`src/rtl/fas_pkg.sv`:
```
package fas_pkg;
  localparam int unsigned N_SRC  = 13;
  localparam int unsigned N_MASK = 4;
  localparam int unsigned W      = 16;

  // source indices in flt_i
  localparam int unsigned S_CMD_CRC  = 0;
  localparam int unsigned S_LNK_STK  = 1;
  localparam int unsigned S_LNK_CRC  = 2;
  localparam int unsigned S_LNK_CHK  = 3;
  localparam int unsigned S_LNK_QOVF = 4;
  localparam int unsigned S_CMD_CS   = 5;
  localparam int unsigned S_CMD_TMO  = 6;
  localparam int unsigned S_TXF_OVF  = 7;
  localparam int unsigned S_TXF_UDF  = 8;
  localparam int unsigned S_RXF_OVF  = 9;
  localparam int unsigned S_RXF_UDF  = 10;
  localparam int unsigned S_OSC      = 11;
  localparam int unsigned S_MEM_CRC  = 12;

  // status word positions
  localparam int unsigned B_CLR   = 15;
  localparam int unsigned B_LNK   = 14;
  localparam int unsigned B_TXF   = 12;
  localparam int unsigned B_RXF   = 11;
  localparam int unsigned B_DRDY  = 10;
  localparam int unsigned B_SRST  = 9;
  localparam int unsigned B_CMD   = 8;
  localparam int unsigned B_WREF  = 7;
  localparam int unsigned B_CCRC  = 6;
  localparam int unsigned B_MCRC  = 3;
  localparam int unsigned B_OSC   = 2;
  localparam int unsigned B_POR   = 1;
  localparam int unsigned B_ERR   = 0;

  typedef struct packed {
    logic srst_ref;
    logic wr_ref;
  } refuse_t;
endpackage

```
`src/rtl/fas_sticky.sv`:
```
module fas_sticky #(
  parameter int unsigned WIDTH = 1,
  parameter logic [WIDTH-1:0] RST_VAL = '0
) (
  input  logic             clk_i,
  input  logic             rst_ni,
  input  logic [WIDTH-1:0] set_i,
  input  logic             clr_i,
  output logic [WIDTH-1:0] q_o
);
  logic [WIDTH-1:0] q_q, q_d;

  // set beats clear
  always_comb q_d = set_i | (q_q & ~{WIDTH{clr_i}});

  always_ff @(posedge clk_i or negedge rst_ni) begin
    if (!rst_ni) q_q <= RST_VAL;
    else         q_q <= q_d;
  end

  assign q_o = q_q;

  AST_STICKY_HOLD: assert property (@(posedge clk_i) disable iff (!rst_ni)
    !clr_i |=> ((q_q & $past(q_q)) == $past(q_q)));
  AST_SET_WINS: assert property (@(posedge clk_i) disable iff (!rst_ni)
    (set_i != '0) |=> ((q_q & $past(set_i)) == $past(set_i)));
endmodule

```
`src/rtl/fas_gate.sv`:
```
module fas_gate (
  input  logic              clk_i,
  input  logic              rst_ni,
  input  logic              tx_busy_i,
  input  logic              rx_busy_i,
  input  logic              cfg_wr_i,
  input  logic              srst_req_i,
  output logic              cfg_wr_ok_o,
  output logic              srst_go_o,
  output fas_pkg::refuse_t  ref_o
);
  logic link_busy;

  always_comb begin
    link_busy       = tx_busy_i | rx_busy_i;
    cfg_wr_ok_o     = cfg_wr_i & ~link_busy;
    srst_go_o       = srst_req_i & ~tx_busy_i;
    ref_o.wr_ref    = cfg_wr_i & link_busy;
    ref_o.srst_ref  = srst_req_i & tx_busy_i;
  end

  AST_WR_BLOCKED: assert property (@(posedge clk_i) disable iff (!rst_ni)
    (cfg_wr_i && (tx_busy_i || rx_busy_i)) |-> !cfg_wr_ok_o);
  AST_SRST_BLOCKED: assert property (@(posedge clk_i) disable iff (!rst_ni)
    (srst_req_i && tx_busy_i) |-> !srst_go_o);
  AST_SRST_RX_PASS: assert property (@(posedge clk_i) disable iff (!rst_ni)
    (srst_req_i && !tx_busy_i) |-> srst_go_o);
endmodule

```
`src/rtl/fas_err.sv`:
```
module fas_err #(
  parameter int unsigned N_SRC  = fas_pkg::N_SRC,
  parameter int unsigned N_MASK = fas_pkg::N_MASK
) (
  input  logic             clk_i,
  input  logic             rst_ni,
  input  logic [N_SRC-1:0] flt_i,
  input  logic [N_MASK-1:0] mask_i,
  input  logic             clr_i,
  output logic             err_o,
  output logic             fault_no
);
  localparam int unsigned N_FIXED = N_SRC - N_MASK;

  logic [N_SRC-1:0] enable;
  logic             hit, err_q, err_d, pin_q;

  generate
    for (genvar k = 0; k < N_SRC; k++) begin : g_en
      if (k < N_MASK) begin : g_m
        assign enable[k] = ~mask_i[k];
      end else begin : g_f
        assign enable[k] = 1'b1;
      end
    end
  endgenerate

  always_comb begin
    hit   = |(flt_i & enable);
    err_d = hit | (err_q & ~clr_i);
  end

  // flag and pin kept in separate registers fed from one next-state
  always_ff @(posedge clk_i or negedge rst_ni) begin
    if (!rst_ni) begin
      err_q <= 1'b1;
      pin_q <= 1'b0;
    end else begin
      err_q <= err_d;
      pin_q <= ~err_d;
    end
  end

  assign err_o    = err_q;
  assign fault_no = pin_q;

  AST_PIN_INV: assert property (@(posedge clk_i) disable iff (!rst_ni)
    fault_no == !err_o);
  AST_UNMASKED_SETS: assert property (@(posedge clk_i) disable iff (!rst_ni)
    (|(flt_i & {{N_FIXED{1'b1}}, ~mask_i})) |=> err_o);
  AST_MASKED_QUIET: assert property (@(posedge clk_i) disable iff (!rst_ni)
    (!err_o && ((flt_i & {{N_FIXED{1'b1}}, ~mask_i}) == '0)) |=> !err_o);
  AST_CLR_RELEASE: assert property (@(posedge clk_i) disable iff (!rst_ni)
    (clr_i && ((flt_i & {{N_FIXED{1'b1}}, ~mask_i}) == '0)) |=> fault_no);
endmodule

```
`src/rtl/fault_agg_status.sv`:
```
module fault_agg_status
  import fas_pkg::*;
(
  input  logic              clk_i,
  input  logic              rst_ni,
  input  logic [N_SRC-1:0]  flt_i,
  input  logic [N_MASK-1:0] mask_i,
  input  logic              stat_we_i,
  input  logic [W-1:0]      stat_wd_i,
  input  logic              link_tx_busy_i,
  input  logic              link_rx_busy_i,
  input  logic              cfg_wr_i,
  input  logic              srst_req_i,
  input  logic              drdy_i,
  output logic              cfg_wr_ok_o,
  output logic              srst_go_o,
  output logic [W-1:0]      status_o,
  output logic [W-1:0]      if_det_o,
  output logic [W-1:0]      txf_det_o,
  output logic [W-1:0]      rxf_det_o,
  output logic              fault_no
);
  logic             clr_all;
  logic [N_SRC-1:0] det_q;
  refuse_t          ref_ev, ref_q;
  logic             por_q, err;

  assign clr_all = stat_we_i & stat_wd_i[B_CLR];

  fas_sticky #(.WIDTH(N_SRC), .RST_VAL('0)) u_det (
    .clk_i, .rst_ni, .set_i(flt_i), .clr_i(clr_all), .q_o(det_q)
  );

  fas_gate u_gate (
    .clk_i, .rst_ni,
    .tx_busy_i(link_tx_busy_i), .rx_busy_i(link_rx_busy_i),
    .cfg_wr_i, .srst_req_i,
    .cfg_wr_ok_o, .srst_go_o, .ref_o(ref_ev)
  );

  fas_sticky #(.WIDTH(2), .RST_VAL('0)) u_ref (
    .clk_i, .rst_ni, .set_i(ref_ev), .clr_i(clr_all), .q_o(ref_q)
  );

  fas_sticky #(.WIDTH(1), .RST_VAL(1'b1)) u_por (
    .clk_i, .rst_ni, .set_i(1'b0), .clr_i(clr_all), .q_o(por_q)
  );

  fas_err u_err (
    .clk_i, .rst_ni, .flt_i, .mask_i, .clr_i(clr_all),
    .err_o(err), .fault_no
  );

  always_comb begin
    if_det_o     = '0;
    if_det_o[0]  = det_q[S_LNK_STK];
    if_det_o[1]  = det_q[S_LNK_CRC];
    if_det_o[3]  = det_q[S_LNK_CHK];
    if_det_o[4]  = det_q[S_LNK_QOVF];
    if_det_o[8]  = det_q[S_CMD_TMO];
    if_det_o[9]  = det_q[S_CMD_CS];

    txf_det_o     = '0;
    txf_det_o[15] = det_q[S_TXF_OVF];
    txf_det_o[14] = det_q[S_TXF_UDF];
    rxf_det_o     = '0;
    rxf_det_o[15] = det_q[S_RXF_OVF];
    rxf_det_o[14] = det_q[S_RXF_UDF];

    status_o         = '0;
    status_o[B_LNK]  = |{if_det_o[4:3], if_det_o[1:0]};
    status_o[B_TXF]  = |txf_det_o[15:14];
    status_o[B_RXF]  = |rxf_det_o[15:14];
    status_o[B_DRDY] = drdy_i;
    status_o[B_SRST] = ref_q.srst_ref;
    status_o[B_CMD]  = |if_det_o[9:8];
    status_o[B_WREF] = ref_q.wr_ref;
    status_o[B_CCRC] = det_q[S_CMD_CRC];
    status_o[B_MCRC] = det_q[S_MEM_CRC];
    status_o[B_OSC]  = det_q[S_OSC];
    status_o[B_POR]  = por_q;
    status_o[B_ERR]  = err;
  end

  AST_CLR_READS_ZERO: assert property (@(posedge clk_i) disable iff (!rst_ni)
    !status_o[B_CLR]);
  AST_PIN_STATUS: assert property (@(posedge clk_i) disable iff (!rst_ni)
    fault_no == !status_o[B_ERR]);
  AST_WR_REF_FLAG: assert property (@(posedge clk_i) disable iff (!rst_ni)
    (cfg_wr_i && (link_tx_busy_i || link_rx_busy_i)) |=> status_o[B_WREF]);
  AST_SRST_REF_FLAG: assert property (@(posedge clk_i) disable iff (!rst_ni)
    (srst_req_i && link_tx_busy_i) |=> status_o[B_SRST]);
  AST_POR_NO_RETURN: assert property (@(posedge clk_i) disable iff (!rst_ni)
    !status_o[B_POR] |=> !status_o[B_POR]);
endmodule

```
`config.mk`:
```
export PLATFORM = sky130hd
export DESIGN_NAME = fault_agg_status
export DESIGN_NICKNAME = d
export VERILOG_FILES = /design/src/rtl/fas_pkg.sv /design/src/rtl/fas_sticky.sv /design/src/rtl/fas_gate.sv /design/src/rtl/fas_err.sv /design/src/rtl/fault_agg_status.sv
export SDC_FILE = /design/constraint.sdc
export NUM_CORES = 1
export LEC_CHECK = 0
export ABC_CLOCK_PERIOD_IN_PS = 1100
export BUFFER_PORTS_ARGS = -buffer_cell sky130_fd_sc_hd__buf_4
export CAP_MARGIN = 20
export CORE_ASPECT_RATIO = 0.7
export CORE_UTILIZATION = 32
export DETAILED_ROUTE_END_ITERATION = 16
export PLACE_DENSITY = 0.8
export SLEW_MARGIN = 20
export SYNTH_ARGS = -nofsm -noshare
export SYNTH_HDL_FRONTEND = slang
export SYNTH_HIERARCHICAL = 1
export SYNTH_SLANG_ARGS = --single-unit
export TNS_END_PERCENT = 5
```
`constraint.sdc`:
```
create_clock -name clk_i -period 1.1 [get_ports clk_i]
set_input_delay 0.11 -clock clk_i [delete_from_list [all_inputs] [get_ports clk_i]]
set_output_delay 0.11 -clock clk_i [all_outputs]
set_load 0.01 [all_outputs]
```
After elaboration in Yosys (flattened, before gate mapping)
Index checks and enable logic that the tools add are counted.
{ "word_totals": {"out_inout_bits": 67, "reg_bits": 18, "input_bits": 41} }
{ "op_classes": {"n_reduce_logical": 5, "bitwise_logic": 24} }
{ "op_table": {"columns": ["cell", "count"], "rows": [
  ["bitwise AND 13 bit", 2],
  ["NOT 13 bit", 1],
  ["bitwise OR 13 bit", 1],
  ["OR reduction 13 bit", 1],
  ["NOT 1 bit", 8],
  ["bitwise AND 1 bit", 7],
  ["OR reduction 2 bit", 3],
  ["OR reduction 4 bit", 1],
  ["bitwise AND 2 bit", 1],
  ["NOT 2 bit", 1],
  ["bitwise OR 1 bit", 2],
  ["bitwise OR 2 bit", 1]
]} }

Logic depth before layout (Yosys ltp)
Gate-level depths: netlist (run 1).
{ "depth": {"ltp_word": 5, "mapped_depth": 4, "mapped_depth_nobuf": 4} }

Hierarchy
Netlist (run 1), hierarchy kept.
{ "by_module_without_submodules": {"columns": ["module", "instances", "area_per_inst_um2", "cells_each"], "rows": [
  ["fas_sticky (u_det)", 1, 441.7, 28],
  ["fault_agg_status", 1, 374.1, 51],
  ["fas_err", 1, 141.4, 13],
  ["fas_sticky (u_ref)", 1, 68.8, 5],
  ["fas_sticky (u_por)", 1, 37.5, 3],
  ["fas_gate", 1, 32.5, 4]
]} }

Least setup slack after synthesis (run 1)
Ideal clock, no wire load.
{ "synth_path": {"path_kind": "input port to flip-flop", "from": "in flt_i[8]", "to": "reg u_err.pin_q (netlist: u_err/fault_no)", "arrival_time_ns": 1.137, "required_time_ns": 1.032, "setup_slack_ns": -0.105, "path_buffers": 0, "cell_stages": 3, "setup_ns": 0.068, "cell_sequence": "or4_4 a2111oi_4 and3_1"} }
{ "synth_via": {"elab_chain_cells": 4} }
{ "synth_lines": {"columns": ["item", "line", "text"], "rows": [
  ["from (decl)", "fault_agg_status.sv:6", "input logic [N_SRC-1:0] flt_i,"],
  ["bitwise AND 13 bit", "fas_err.sv:29", "hit = |(flt_i & enable);"],
  ["OR reduction 13 bit", "fas_err.sv:29", null],
  ["bitwise OR 1 bit", "fas_err.sv:30", "err_d = hit | (err_q & ~clr_i);"],
  ["NOT 1 bit", "fas_err.sv:40", "pin_q <= ~err_d;"],
  ["to (signal assigned)", "fas_err.sv:40", null],
  ["to (decl)", "fas_err.sv:16", "logic hit, err_q, err_d, pin_q;"]
]} }
Every way passes these cells.

Worst setup path in the final report (run 1)
{ "layout_path": {"from": "reg u_det.q_q[2] (netlist: u_det/q_o[2])", "to": "out status_o[14]"} }
{ "layout_via": {"elab_chain_cells": 1} }
{ "layout_lines": {"columns": ["item", "line", "text"], "rows": [
  ["from (decl)", "fas_sticky.sv:11", "logic [WIDTH-1:0] q_q, q_d;"],
  ["from (signal assigned)", "fas_sticky.sv:18", "else q_q <= q_d;"],
  ["OR reduction 4 bit", "fault_agg_status.sv:71", "status_o[B_LNK] = |{if_det_o[4:3], if_det_o[1:0]};"],
  ["to (decl)", "fault_agg_status.sv:17", "output logic [W-1:0] status_o,"]
]} }
Every way passes these cells.

==> run summary, run 1 <==
gr ovfl total -> 0
max-slew violation total from the final report -> 0
H-tree levels -> 1
final setup vio count -> 4
Vias/cell -> 3.56
yosys warns -> 6
Power Density -> 1060 mW/mm^2
Hold Path Class -> input port to register
standard-cell rows -> 17
final cell count without fillers -> 207
FMAX -> 0.713 GHz
core area -> 0.00321 mm^2
met2 WL -> 993 um
slowest CP cell -> or4_4
per-cell routed wire length -> 9.98 um
cts bufs inserted -> 3
Tmin final -> 1.40 ns
Placed Cells -> 202
Synth cell types -> 21
layout net count -> 202
Detailed Routing Iterations Pass 1 -> 2
WL met3 -> 127 um
failing checks -> negative setup slack
fraction of layout instances using a drive strength above 1 -> 45.6%
root buf cell -> clkbuf_8
via count -> 737
initial antenna violation count -> 0
RePlAce Congestion -> 0.717
setup bufs post-CTS -> 0
share of the yosys chip area belonging to registers -> 41.3%
final worst slack -> -0.303 ns
crit path DAT -> 1.29 ns
Die Height -> 51.0 um
synth top area cells -> dfrtp_1 37%, buf_4 31%, a21o_1 8.9%
Synth Cell Area -> 0.00110 mm^2
full die area -> 0.00367 mm^2
DRC viols -> 0
Final Cycle Share -> 128%
Tot Pwr -> 1.56 mW
Area Overhead vs Synth -> 34.7%
Clk Latency, worst-skew pair -> 0.25 ns
Max Clock Skew -> 0.00325 ns
CP top delay family -> simple AND/OR/NAND/NOR gates
crit-path cells -> or4_4 > buf_6
Port Buffers -> 48
post-synth top area cell -> dfrtp_1
Synth Instances -> 104
initial DRC count -> 22
leak pwr -> 0.741 nW
met1 WL -> 926 um
Routed Antenna Nets -> 0
Max FO, Critical Path -> 2
gr usage total -> 11.2%
CP Launch Type -> register
status -> complete, but fails checks
clk buf depth -> 2
Die X -> 72.0 um
io pins -> 108
CP endpoint kind -> output pin
RSZ-0062 raised after global routing -> true
vias in the first global route -> 575
Mapped Avg Cell Area -> 10.5 um^2
Top Metal Used -> met4
Initial Util -> 34.1%
share of Yosys cell area claimed by the top area cell type -> 36.5%
Routed WL -> 2070 um
commonest non-fill, non-tap cell in the layout -> buf_4
max cap viols -> 0
antenna diode count -> 0
required time of the worst setup path -> 0.99 ns
Worst Path Buf+Inv -> 1
Worst VDD drop -> 626 uV
largest net degree at the start of global routing -> 19
clock slew at the register clock pins of the worst setup and hold paths -> 0.07 ns
hpwl dp -> 1640 um
fillers -> 320
Clock Sinks -> 18
most frequent cells in the layout -> 51 x buf_4, 43 x conb_1, 16 x dfrtp_1
flops & latches, synth -> 18
Final Hold Viols -> 0
first-pass GRT wire length -> 3040 um
CTS tree -> built
critical path class -> register to output pin
CP max stage delay -> 0.53 ns
[state kept, by name, indices dropped and copies added (netlist names)]
signal / count
u_err/fault_no: 1
u_det/q_o: 13
u_ref/q_o: 2
u_por/q_o: 1
u_err/err_o: 1
[layout make-up]
| type | instances | area [um^2] | area share [%] |
|---|---|---|---|
| clock buffer | 4 | 45.0 | 3.05 |
| timing repair buffer | 56 | 438 | 29.7 |
| tap | 47 | 58.8 | 3.98 |
| multi-input combinational | 77 | 463 | 31.4 |
| inverter | 5 | 18.8 | 1.27 |
| sequential | 18 | 453 | 30.7 |
[logic make-up after synthesis]
family | share of synthesized area, %
simple gates | 9.47
other cells | 0.342
compound gates | 15.3
flops | 41.3
buf+inv | 33.6
[routing by layer]
metal,vias to the layer above,GRT usage [%]
li1,366,-
met1,331,15.5
met2,38,16.2
met3,2,4.54
met4,0,2.94
met5,-,0
[synth_stat cells, drive strengths merged]
cell,count
a2111oi,2
o21a,1
or2,3
inv,5
a21o,16
conb,1
buf,46
nor3,1
or4,2
nor3b,1
dfrtp,16
nor2b,4
and2,2
dfstp,2
nand3,1
and3,1
[final timing paths]
| path | from | end | slack, ns | cells past startpoint |
|---|---|---|---|---|
| min reg2reg | u_det/q_o[0]$_DFF_PN0_ | u_det/q_o[0]$_DFF_PN0_ | 0.48 | 1 |
| max reg2reg | u_err/err_o$_DFF_PN1_ | u_err/fault_no$_DFF_PN0_ | 0.03 | 3 |
| max in group asynchronous | rst_ni | u_por/q_o$_DFF_PN1_ | 0.58 | 2 |
| min in group asynchronous | rst_ni | u_det/q_o[11]$_DFF_PN0_ | 0.26 | 2 |
| max | u_det/q_o[2]$_DFF_PN0_ | status_o[14] | -0.30 | 2 |
| min | flt_i[7] | u_det/q_o[7]$_DFF_PN0_ | 0.05 | 2 |
[power by group]
part	total, mW	switching, mW	internal [mW]
logic	0.365	0.185	0.180
clock network	0.461	0.204	0.257
registers	0.734	0.0277	0.706
[per-stage QoR]
step                      setup TNS, ns  setup WS (ns)  cell area (um^2)  hold WS (ns)  utilization (%)
after floorplan                       0        0.00968              1250        -0.186                -
after global placement           -0.557         -0.284              1380      -0.00804             42.9
after detailed placement         -0.574         -0.287              1380      -0.00649             42.9
after CTS                        -0.439         -0.305              1470        0.0370             45.6
after global routing             -0.553         -0.342              1480        0.0367             46.0
final                            -0.382         -0.303              1480        0.0463             46.0
[timing repair]
| action | 4_1_cts | 5_1_grt |
|---|---|---|
| endpoints found under the setup margin | 6 | 5 |
| resized for setup | 8 | 3 |
| endpoints found under the hold margin | 18 | 0 |
| pin swaps | 2 | 2 |
| gates cloned | 0 | 0 |
| hold buffers | 1 | 0 |
Power figures use the tool's default switching activity.
==> run 2: changes to the inputs <==
--- a/config.mk
+++ b/config.mk
@@ -5,13 +5,13 @@
 export SDC_FILE = /design/constraint.sdc
 export NUM_CORES = 1
 export LEC_CHECK = 0
-export ABC_CLOCK_PERIOD_IN_PS = 1100
 export BUFFER_PORTS_ARGS = -buffer_cell sky130_fd_sc_hd__buf_4
 export CAP_MARGIN = 20
 export CORE_ASPECT_RATIO = 0.7
 export CORE_UTILIZATION = 32
 export DETAILED_ROUTE_END_ITERATION = 16
 export PLACE_DENSITY = 0.8
+export REMOVE_ABC_BUFFERS = 1
 export SLEW_MARGIN = 20
 export SYNTH_ARGS = -nofsm -noshare
 export SYNTH_HDL_FRONTEND = slang
==> run summary, run 2 (synthesis results as in run 1) <==
vias in the first global route -> 678
Power Density -> 1070 mW/mm^2
hold path cells -> 2
largest net degree at the start of global routing -> 19
commonest non-fill, non-tap cell in the layout -> buf_4
CP Launch Type -> register
FMAX -> 0.715 GHz
clk buf depth -> 2
fraction of layout instances using a drive strength above 1 -> 45.3%
max-slew violation total from the final report -> 0
per-cell routed wire length -> 10.1 um
met2 WL -> 1080 um
dpl ws -> -0.258 ns
crit-path cells -> or4_1 > buf_4
Port Buffers -> 48
H-tree levels -> 1
hold worst-path end -> u_det/q_o[6]$_DFF_PN0_
post-layout util -> 45.5%
flop-to-flop setup slack -> 0.08 ns
Die Height -> 51.0 um
standard-cell rows -> 17
Clock Sinks -> 18
failing checks -> negative setup slack
initial DRC count -> 14
Max Clock Skew -> 0.00570 ns
hpwl dp -> 1710 um
DRC viols -> 0
critical path class -> register to output pin
io pins -> 108
status -> complete, but fails checks
gr ovfl total -> 0
antenna diode count -> 0
Top Metal Used -> met3
Final Cycle Share -> 127%
Area Overhead vs Synth -> 33.2%
Hold Path Origin -> flt_i[6]
final setup vio count -> 4
CP endpoint kind -> output pin
Initial Util -> 34.1%
max cap viols -> 0
Clk Latency, worst-skew pair -> 0.25 ns
required time of the worst setup path -> 0.99 ns
Final Hold Viols -> 0
first-pass GRT wire length -> 3240 um
clock slew at the register clock pins of the worst setup and hold paths -> 0.07 ns
Routed Antenna Nets -> 0
met1 WL -> 914 um
RePlAce Congestion -> 0.647
via count -> 746
setup TNS -> -0.370 ns
WL met3 -> 116 um
Tmin final -> 1.40 ns
R2R Path Start -> u_err/err_o$_DFF_PN1_
initial antenna violation count -> 0
layout net count -> 203
CP max stage delay -> 0.51 ns
final worst slack -> -0.298 ns
root buf cell -> clkbuf_8
Largest register FFs -> 13
cts bufs inserted -> 3
Vias/cell -> 3.59
crit path DAT -> 1.29 ns
Die X -> 72.0 um
slowest CP cell -> or4_1
depth of the most critical reg-to-reg path -> 3
full die area -> 0.00367 mm^2
Max FO, Critical Path -> 2
gr usage total -> 11.6%
core area -> 0.00321 mm^2
Routed WL -> 2110 um
Hold Path Class -> input port to register
CTS tree -> built
reg2reg end -> u_err/fault_no$_DFF_PN0_
Worst VDD drop -> 460 uV
leak pwr -> 0.740 nW
most frequent cells in the layout -> 54 x buf_4, 43 x conb_1, 16 x dfrtp_1
RSZ-0062 raised after global routing -> true
Detailed Routing Iterations Pass 1 -> 4
## run 2: final cells by class
class	count	area [um^2]
Fill cell	321	1750
Sequential cell	18	453
Multi-Input combinational cell	77	447
Timing Repair Buffer	57	438
Tap cell	47	58.8
Clock buffer	4	45.0
Inverter	5	18.8
## run 2: worst max-delay path: cells and delay by family (launching register included)
| kind | cells | cell delay, ns |
|---|---|---|
| AND/OR/NAND/NOR | 1 | 0.51 |
| flip-flops | 1 | 0.37 |
| buffers and inverters | 1 | 0.15 |
## run 2: what timing repair did
item | in CTS | in global routing
setup buffers | 0 | 0
hold buffers | 1 | 0
pin swaps | 2 | 0
hold endpoints to repair | 18 | 0
setup endpoints to repair | 6 | 5
resized for setup | 7 | 0
## run 2: stage by stage
stage	std cells	power (mW)	instance area (um^2)	hold slack, ns
after detailed placement	203	1.10	1380	-0.00475
after global routing	208	1.67	1460	0.0303
after global placement	203	1.10	1380	-0.00743
after CTS	208	1.59	1460	0.0396
after floorplan	100	0.892	905	-0.186
final	208	1.56	1460	0.0443
## run 2: layer usage
layer  global-route usage (%)  vias to the layer above
li1                         -                      369
met4                     2.94                        0
met3                     3.16                        0
met2                     19.5                       30
met1                     14.9                      347
met5                        0                        -
## run 2: report_power, final
part	switching, mW	internal [mW]	leakage, nW
clock network	0.210	0.257	0.0228
registers	0.0253	0.706	0.187
logic	0.185	0.180	0.530
## run 2: worst max path at each step
stage / cells after the start / start / slack [ns] / end
floorplan: 3 / flt_i[8] / -0.10 / u_err/fault_no$_DFF_PN0_
global placement: 4 / flt_i[8] / -0.25 / u_err/fault_no$_DFF_PN0_
detailed placement: 4 / flt_i[8] / -0.26 / u_err/fault_no$_DFF_PN0_
CTS: 2 / u_det/q_o[4]$_DFF_PN0_ / -0.31 / status_o[14]
global route: 2 / u_det/q_o[4]$_DFF_PN0_ / -0.33 / status_o[14]
finish: 2 / u_det/q_o[4]$_DFF_PN0_ / -0.30 / status_o[14]
==> run 3: changes to the inputs <==
--- a/config.mk
+++ b/config.mk
@@ -8,9 +8,10 @@
 export BUFFER_PORTS_ARGS = -buffer_cell sky130_fd_sc_hd__buf_4
 export CAP_MARGIN = 20
 export CORE_ASPECT_RATIO = 0.7
-export CORE_UTILIZATION = 32
+export CORE_UTILIZATION = 33
+export CTS_BUF_LIST = sky130_fd_sc_hd__clkbuf_2 sky130_fd_sc_hd__clkbuf_4 sky130_fd_sc_hd__clkbuf_8
 export DETAILED_ROUTE_END_ITERATION = 16
-export PLACE_DENSITY = 0.8
+export PLACE_DENSITY = 0.82
 export REMOVE_ABC_BUFFERS = 1
 export SLEW_MARGIN = 20
 export SYNTH_ARGS = -nofsm -noshare
==> run summary, run 3 (synthesis results as in run 1) <==
CP Launch Type -> register
CP Launch Point -> u_det/q_o[3]$_DFF_PN0_
CP max stage delay -> 0.53 ns
CP top delay family -> simple AND/OR/NAND/NOR gates
internal power -> 1.22 mW
Flop pwr share -> 44.7%
cts bufs inserted -> 3
Clk pwr share -> 32.2%
via count -> 764
failing checks -> negative setup slack
root buf cell -> clkbuf_8
Port Buffers -> 48
fin area -> 0.00151 mm^2
Hold Path Origin -> flt_i[0]
hold worst-path end -> u_det/q_o[0]$_DFF_PN0_
Max FO, Critical Path -> 2
Comb power frac -> 23.1%
Initial Util -> 34.8%
hpwl dp -> 1670 um
final worst slack -> -0.298 ns
gr usage total -> 11.4%
most frequent cells in the layout -> 51 x buf_4, 43 x conb_1, 16 x dfrtp_1
crit-path cells -> or4_4 > buf_6
Final Cycle Share -> 127%
commonest non-fill, non-tap cell in the layout -> buf_4
standard-cell rows -> 17
crit path DAT -> 1.29 ns
critical path class -> register to output pin
fraction of layout instances using a drive strength above 1 -> 47.2%
Largest register FFs -> 13
RePlAce Congestion -> 0.664
CTS tree -> built
flop-to-flop setup slack -> 0.08 ns
clk buf depth -> 2
Tmin final -> 1.40 ns
reg2reg end -> u_err/fault_no$_DFF_PN0_
core area -> 0.00315 mm^2
Max Clock Skew -> 0.000960 ns
Sw Share -> 25.9%
final cell count without fillers -> 201
gr ovfl total -> 0
Placed Cells -> 195
Tot Pwr -> 1.64 mW
FMAX -> 0.715 GHz
max cap viols -> 0
leak pwr -> 0.765 nW
Worst Path Buf+Inv -> 1
H-tree levels -> 1
status -> complete, but fails checks
clock slew at the register clock pins of the worst setup and hold paths -> 0.07 ns
Psw -> 0.426 mW
Vias/cell -> 3.80
per-cell routed wire length -> 10.0 um
Routed Antenna Nets -> 0
Die X -> 70.9 um
Routed WL -> 2010 um
Clk Latency, worst-skew pair -> 0.25 ns
depth of the most critical reg-to-reg path -> 3
CP endpoint kind -> output pin
RSZ-0062 raised after global routing -> true
Area Overhead vs Synth -> 37.7%
fillers -> 313
DP Area -> 0.00138 mm^2
io pins -> 108
Power Density -> 1090 mW/mm^2
Clock Sinks -> 18
vias in the first global route -> 654
Final Hold Viols -> 0
initial antenna violation count -> 0
Worst VDD drop -> 673 uV
antenna diode count -> 0
initial DRC count -> 24
slowest CP cell -> or4_4
Die Height -> 50.2 um
Detailed Routing Iterations Pass 1 -> 6
layout net count -> 205
largest net degree at the start of global routing -> 19
Hold Path Class -> input port to register
final setup vio count -> 4
required time of the worst setup path -> 0.99 ns
DRC viols -> 0
full die area -> 0.00356 mm^2
hold path cells -> 2
first-pass GRT wire length -> 3110 um
R2R Path Start -> u_err/err_o$_DFF_PN1_
max-slew violation total from the final report -> 0
-- run 3: cell count changes in the layout (fill, tap and decap cells not counted), sizes merged --
cell and change:
buf +2
-- run 3: worst max path at each step --
stage	end	slack (ns)	depth (start not counted)
finish	status_o[14]	-0.30	2
global route	status_o[14]	-0.33	2
CTS	status_o[14]	-0.31	2
detailed placement	u_err/fault_no$_DFF_PN0_	-0.26	4
global placement	u_err/fault_no$_DFF_PN0_	-0.25	4
floorplan	u_err/fault_no$_DFF_PN0_	-0.10	3
-- run 3: stage by stage --
step | util, % | worst slack [ns] | hold slack, ns | TNS, ns
6_report | 47.9 | -0.298 | 0.0410 | -0.363
5_1_grt | 47.9 | -0.334 | 0.0335 | -0.570
4_1_cts | 46.9 | -0.311 | 0.0339 | -0.407
2_1_floorplan | - | -0.105 | -0.186 | -0.164
3_3_place_gp | 43.8 | -0.248 | -0.00559 | -0.472
3_5_place_dp | 43.8 | -0.256 | -0.00763 | -0.522
-- run 3: metal layers --
| metal | vias up | global-route usage (%) | wire length, um |
|---|---|---|---|
| met3 | 0 | 3.21 | 137 |
| li1 | 370 | - | - |
| met4 | 0 | 2.00 | 0 |
| met5 | - | 0 | 0 |
| met2 | 37 | 18.6 | 1010 |
| met1 | 357 | 15.4 | 872 |
-- run 3: what timing repair did --
item | in CTS | in global routing
cloned | 0 | 0
endpoints found under the setup margin | 6 | 5
pin swaps | 3 | 1
buffers inserted | 0 | 1
endpoints found under the hold margin | 18 | 0
resized for setup | 10 | 4
hold buffers | 1 | 0
-- run 3: cell type report --
| class | instances | area (um^2) | share of cell area [%] |
|---|---|---|---|
| timing repair buffer | 59 | 472 | 31.3 |
| multi-input combinational | 77 | 463 | 30.7 |
| sequential | 18 | 453 | 30.0 |
| clock buffer | 4 | 55.1 | 3.65 |
| tap | 38 | 47.5 | 3.15 |
| inverter | 5 | 18.8 | 1.24 |
-- run 3: power by group through the flow --
stage	Clock (mW)	Combinational (mW)	Sequential (mW)
2_1_floorplan	0	0.130	0.763
3_3_place_gp	0	0.355	0.742
3_5_place_dp	0	0.358	0.744
4_1_cts	0.553	0.369	0.734
5_1_grt	0.598	0.413	0.741
6_report	0.528	0.379	0.735
